[src/rtl/pvt_pkg.sv]
`timescale 1ns/1ps
// Package: shared defaults and the pending-flag update selector for the
// pending vector tracker. Assumes nothing beyond plain SystemVerilog.
package pvt_pkg;
    localparam int DEF_NUM_VEC = 256;
    localparam int DEF_GROUP_W = 32;
    localparam int DEF_RSVD    = 16;

    // Where the next value of the summary flag comes from.
    typedef enum logic [1:0] {
        PND_HOLD   = 2'd0,
        PND_SET    = 2'd1,
        PND_RESCAN = 2'd2
    } pnd_src_e;
endpackage

[src/rtl/pvt_group_enc.sv]
`timescale 1ns/1ps
// Module: highest-set-bit encoder for one word.
// Assumes W is a power of two and at least 2. idx is 0 when no bit is set.
module pvt_group_enc #(
    parameter int W = 32,
    localparam int IW = $clog2(W)
) (
    input  logic [W-1:0]  word,
    output logic          any,
    output logic [IW-1:0] idx
);
    // Scan upward so that the last hit, the highest bit, sets the index.
    always_comb begin
        idx = '0;
        for (int i = 0; i < W; i++) begin
            if (word[i]) idx = IW'(i);
        end
    end

    // Any-bit flag for the word.
    assign any = |word;
endmodule

[src/rtl/pvt_search.sv]
`timescale 1ns/1ps
// Module: two-level search for the highest set vector.
// Level one encodes each GROUP_W-bit group. Level two picks the highest
// non-empty group. The result is the group number joined with the
// in-group index. Assumes NUM_VEC / GROUP_W is a power of two and at least 2.
// The module is purely combinational.
module pvt_search #(
    parameter int NUM_VEC = pvt_pkg::DEF_NUM_VEC,
    parameter int GROUP_W = pvt_pkg::DEF_GROUP_W,
    localparam int VEC_W  = $clog2(NUM_VEC),
    localparam int NGRP   = NUM_VEC / GROUP_W,
    localparam int GIW    = $clog2(GROUP_W),
    localparam int GSW    = $clog2(NGRP)
) (
    input  logic [NUM_VEC-1:0] bits,
    output logic               found,
    output logic [VEC_W-1:0]   top
);
    logic [NGRP-1:0]          grp_any;
    logic [NGRP-1:0][GIW-1:0] grp_idx;
    logic [GSW-1:0]           win_grp;

    // Level one: one encoder per group.
    for (genvar g = 0; g < NGRP; g++) begin : g_grp
        pvt_group_enc #(.W(GROUP_W)) u_enc (
            .word (bits[g*GROUP_W +: GROUP_W]),
            .any  (grp_any[g]),
            .idx  (grp_idx[g])
        );
    end

    // Level two: choose the highest group that holds a set bit.
    pvt_group_enc #(.W(NGRP)) u_sel (
        .word (grp_any),
        .any  (found),
        .idx  (win_grp)
    );

    // Join the group number with the index inside that group.
    assign top = {win_grp, grp_idx[win_grp]};
endmodule

[src/rtl/pvt_store.sv]
`timescale 1ns/1ps
// Module: request bitmap and summary flag registers.
// A set has priority over a clear of the same vector. A set raises the flag.
// A clear without a set recomputes the flag from the bitmap that remains.
// Assumes the caller has already screened out reserved vectors from set_ok.
module pvt_store #(
    parameter int NUM_VEC = pvt_pkg::DEF_NUM_VEC,
    localparam int VEC_W  = $clog2(NUM_VEC)
) (
    input  logic               clk,
    input  logic               rst_n,
    input  logic               set_ok,
    input  logic [VEC_W-1:0]   set_idx,
    input  logic               clr_en,
    input  logic [VEC_W-1:0]   clr_idx,
    output logic [NUM_VEC-1:0] bits_q,
    output logic               pend_q
);
    import pvt_pkg::*;

    logic [NUM_VEC-1:0] bits_n;
    pnd_src_e           pnd_src;

    // Next bitmap: apply the clear first, then the set, so the set wins.
    always_comb begin
        bits_n = bits_q;
        if (clr_en) bits_n[clr_idx] = 1'b0;
        if (set_ok) bits_n[set_idx] = 1'b1;
    end

    // Choose how the summary flag is updated this cycle.
    always_comb begin
        if (set_ok)      pnd_src = PND_SET;
        else if (clr_en) pnd_src = PND_RESCAN;
        else             pnd_src = PND_HOLD;
    end

    // Register the bitmap and the summary flag.
    always_ff @(posedge clk) begin
        if (!rst_n) begin
            bits_q <= '0;
            pend_q <= 1'b0;
        end else begin
            bits_q <= bits_n;
            case (pnd_src)
                PND_SET:    pend_q <= 1'b1;
                PND_RESCAN: pend_q <= |bits_n;
                default:    pend_q <= pend_q;
            endcase
        end
    end
endmodule

[src/rtl/pend_vec_tracker.sv]
`timescale 1ns/1ps
// Module: pending interrupt vector tracker (top).
// Screens set requests against the reserved range and reports repeated sets
// combinationally. Raises a registered one-cycle error for reserved vectors.
// Presents the highest recorded vector, computed from registered state only.
// When the summary flag is low, the query reports all ones.
module pend_vec_tracker #(
    parameter int NUM_VEC = pvt_pkg::DEF_NUM_VEC,
    parameter int GROUP_W = pvt_pkg::DEF_GROUP_W,
    parameter int RSVD    = pvt_pkg::DEF_RSVD,
    localparam int VEC_W  = $clog2(NUM_VEC)
) (
    input  logic             clk,
    input  logic             rst_n,
    input  logic             set_en,
    input  logic [VEC_W-1:0] set_vec,
    input  logic             clr_en,
    input  logic [VEC_W-1:0] clr_vec,
    output logic             set_dup,
    output logic             set_err,
    output logic             pending,
    output logic             top_valid,
    output logic [VEC_W:0]   top_vec
);
    logic               legal;
    logic               set_ok;
    logic               set_bad;
    logic [NUM_VEC-1:0] bits_q;
    logic               pend_q;
    logic               found;
    logic [VEC_W-1:0]   srch_top;

    // Classify the set request against the reserved range.
    always_comb begin
        legal   = (int'(set_vec) >= RSVD);
        set_ok  = set_en && legal;
        set_bad = set_en && !legal;
    end

    pvt_store #(.NUM_VEC(NUM_VEC)) u_store (
        .clk     (clk),
        .rst_n   (rst_n),
        .set_ok  (set_ok),
        .set_idx (set_vec),
        .clr_en  (clr_en),
        .clr_idx (clr_vec),
        .bits_q  (bits_q),
        .pend_q  (pend_q)
    );

    pvt_search #(.NUM_VEC(NUM_VEC), .GROUP_W(GROUP_W)) u_search (
        .bits  (bits_q),
        .found (found),
        .top   (srch_top)
    );

    // Test-and-set answer: was the requested bit already recorded?
    assign set_dup = set_ok && bits_q[set_vec];

    // One-cycle error pulse after a reserved-vector set.
    always_ff @(posedge clk) begin
        if (!rst_n) set_err <= 1'b0;
        else        set_err <= set_bad;
    end

    // Query: the summary flag gates the search result.
    always_comb begin
        pending   = pend_q;
        top_valid = pend_q && found;
        top_vec   = top_valid ? {1'b0, srch_top} : '1;
    end
endmodule

[config.mk]
export PLATFORM = sky130hd
export DESIGN_NAME = pend_vec_tracker
export DESIGN_NICKNAME = d
export VERILOG_FILES = /design/src/rtl/pvt_pkg.sv /design/src/rtl/pvt_group_enc.sv /design/src/rtl/pvt_search.sv /design/src/rtl/pvt_store.sv /design/src/rtl/pend_vec_tracker.sv
export SDC_FILE = /design/constraint.sdc
export NUM_CORES = 1
export LEC_CHECK = 0
export BUFFER_PORTS_ARGS = -buffer_cell sky130_fd_sc_hd__buf_2
export CAP_MARGIN = 20
export CORE_ASPECT_RATIO = 1.2
export CORE_MARGIN = 2
export CORE_UTILIZATION = 40
export DETAILED_ROUTE_END_ITERATION = 10
export HOLD_SLACK_MARGIN = 0.1
export PLACE_DENSITY_LB_ADDON = 0.2
export SYNTH_ARGS = -nofsm -noshare
export SYNTH_HDL_FRONTEND = slang
export SYNTH_SLANG_ARGS = --single-unit
[constraint.sdc]
create_clock -name clk -period 5.6 [get_ports clk]
set_clock_uncertainty 0.2 [all_clocks]
set_input_delay 0.56 -clock clk [delete_from_list [all_inputs] [get_ports clk]]
set_output_delay 0.56 -clock clk [all_outputs]
set_load 0.005 [all_outputs]
==> metrics.txt <==
outcome finished, final reports clean; CP startpoint kind flip-flop; final setup fails 0; Post-CTS Setup Bufs 0; Final Hold Violating Endpoints 0; endpoint class of the critical path output port; routed len/inst 32.0 um; slowest stage delay, CP 0.89 ns; Syn Nets 2013; sum of negative setup slack 0 ns; cells along the critical path nor4_1 -> nand4_1 -> nor3_1 -> and2_1 -> nand2_1 -> o21ai_1 -> nor2_1 -> a32oi_1 -> buf_2; top post-synthesis cells by area dfxtp_1 (32%), o21ai_0 (12%), mux4_2 (12%); crit path time final 5.55 ns; initial antenna violation count 7; clock sinks 258; fill count 4054; Worst Reg-to-Reg Cells 8; largest net degree at the start of global routing 75; GRT Util Overall 38.0%; Worst Hold Class input pin to flip-flop; synthesis-stage register bit count 258; GRT Residual Overflow 0; I/O Buffers 32; Crit path depth 9; Gate Count Post-Synth 1993; die area 0.0421 mm^2; root buf cell clkbuf_16; initial DRC count 2545; P_leak 6.38 nW; WS Path Type flip-flop to output port; global-route wire length before repair 118000 um; worst path required time 4.84 ns; CTS tree done; synthesized area per cell 8.12 um^2; io pins 33; vias in the first global route 16900; PwrDens 248 mW/mm^2; CP Launch Point u_store.bits_q[159]; Detailed Place HPWL 57100 um; Worst setup endpoint top_vec[2]; Area Growth Syn to Fin 11.4%; FF-to-FF Start u_store.bits_q[248]; RSZ-0062 raised after global routing no; Worst-path clk slew 0.06 ns; post-route DRC violation count 0; H-tree lvl count 1; Starting Density 40.6%; main flop type after synthesis dfxtp_1; MaxCap Viol Count 0; Final Util 45.3%; Final ANT Viol Nets 0; layout cell share with drive strength beyond 1 14.3%; post-synth top area share 31.9%; Avg Vias per Cell 7.05; CP Data Arrival Time 4.79 ns; mapped cell area 0.0162 mm^2; Post-synth ARST share 0%; Multi-input gate area 0.0103 mm^2; Slew Limit Fails 0; total number of vias 17900; clock buffer depth 3; Num CTS Buffers 30; Worst Hold Path Cells 2; Site Rows 80; max_slew headroom 25.4%; die span in y 224 um; peak supply drop 241 uV; final period utilization 99.2%; Buf+Inv Stages, Crit Path 1; sequential share of the synthesized area 31.9%; Highest Clock Rate 0.180 GHz; post-synthesis cell type count 71; critical path fanouts, max 5; Die W 188 um; Slew @ Worst Pin 1.12 ns; cell taking the most area after synthesis dfxtp_1; reg2reg end u_store.pend_q; yosys warns 0; TritonRoute pass-1 iters 8; slowest stage cell, crit path nor4_1; Worst path top cell family by delay simple AND/OR/NAND/NOR gates; insertion delay to the later sink of the worst-skew pair 0.60 ns; Layout Nets 1998; Post-synth EDFFs 0; CORE AREA 0.0398 mm^2; Placer Congestion 1.09; WL final 81400 um; flop2flop setup slack 2.60 ns; Register Area 0.00516 mm^2
==> cells by family after synthesis <==
logic type	share of synthesized area, %
compound gates	24.5
buf+inv	4.64
flops	31.9
mux	12.2
simple gates	26.7
==> per-layer routing <==
| metal | GRT usage (%) | vias to the layer above | part of all wire (%) |
|---|---|---|---|
| li1 | - | 7538 | - |
| met1 | 47.8 | 8668 | 37 |
| met2 | 57.3 | 1340 | 43 |
| met3 | 9.52 | 378 | 12 |
| met4 | 26.2 | 2 | 8.2 |
| met5 | 0 | - | 0.016 |
==> timing repair <==
item / 4_1_cts / 5_1_grt
hold buffers: 0 / 0
gates resized for setup: 0 / 1
setup endpoints to repair: 0 / 5
==> cell usage in the layout (no fill, tap or decap), drive strengths merged, types with 8 or more instances in the layout <==
master / Yosys / routed
o21ai: 414 / 414
dfxtp: 258 / 258
and2: 201 / 201
nor2: 133 / 133
nor4: 113 / 113
buf: 22 / 98
a21oi: 88 / 88
mux4: 85 / 85
nor3: 62 / 62
o31ai: 58 / 58
nand2: 53 / 53
inv: 47 / 47
nand3: 44 / 44
clkbuf: 123 / 42
nand4: 41 / 41
or2: 39 / 39
o21a: 23 / 23
or4: 22 / 22
nor2b: 21 / 21
o21bai: 15 / 15
o22ai: 14 / 14
a211oi: 11 / 11
nand2b: 9 / 9
clkinv: 0 / 9
a31oi: 8 / 8
a311oi: 8 / 8
==> report_power, final <==
part	internal [mW]	total [mW]	switching (mW)	leakage [nW]
logic	0.125	0.468	0.343	3.77
registers	1.84	1.85	0.00789	2.08
clock network	1.28	2.15	0.873	0.529
total	3.25	4.47	1.22	6.38
==> worst min path at each step <==
stage / from / end / slack, ns
final: clr_en / u_store.pend_q / 0.16
after CTS: clr_en / u_store.pend_q / 0.13
after global placement: u_store.bits_q[2] / u_store.bits_q[2] / 0.30
after global routing: clr_en / u_store.pend_q / 0.16
after detailed placement: u_store.bits_q[2] / u_store.bits_q[2] / 0.31
after floorplan: u_store.bits_q[1] / u_store.bits_q[1] / 0.27
==> final cells by class <==
type | instances | area share, %
timing repair buffer | 98 | 3.80
clock inverter | 14 | 0.957
multi-input combinational | 1543 | 56.9
tap | 533 | 3.70
clock buffer | 42 | 4.92
inverter | 47 | 0.978
antenna | 6 | 0.0832
sequential | 258 | 28.6
==> flip-flops by register name, summed over array words and instances (netlist names) <==
| name | flops |
|---|---|
| set_err | 1 |
| u_store.bits_q | 256 |
| u_store.pend_q | 1 |
==> synthesized netlist by cell type, types with 21 or more instances <==
master / instances
a21oi_1: 87
and2_1: 201
clkbuf_1: 123
dfxtp_1: 258
inv_1: 45
mux4_2: 85
nand2_1: 53
nand3_1: 43
nand4_1: 41
nor2_1: 132
nor2b_1: 21
nor3_1: 62
nor4_1: 111
o21a_1: 23
o21ai_0: 397
o31ai_1: 58
or2_2: 31
==> through the flow <==
stage / power, mW / area (um^2) / setup slack, ns / hold slack (ns) / cells
3_5_place_dp: 2.33 / 17000 / 0.688 / 0.311 / 2479
5_1_grt: 4.54 / 18000 / 0.104 / 0.160 / 2535
3_3_place_gp: 2.33 / 17000 / 0.565 / 0.303 / 2479
4_1_cts: 4.44 / 18000 / 0.0745 / 0.134 / 2535
6_report: 4.47 / 18000 / 0.0470 / 0.157 / 2541
2_1_floorplan: 2.14 / 16200 / 1.82 / 0.270 / 1993
Note: power is estimated with default switching activity, not from simulation.
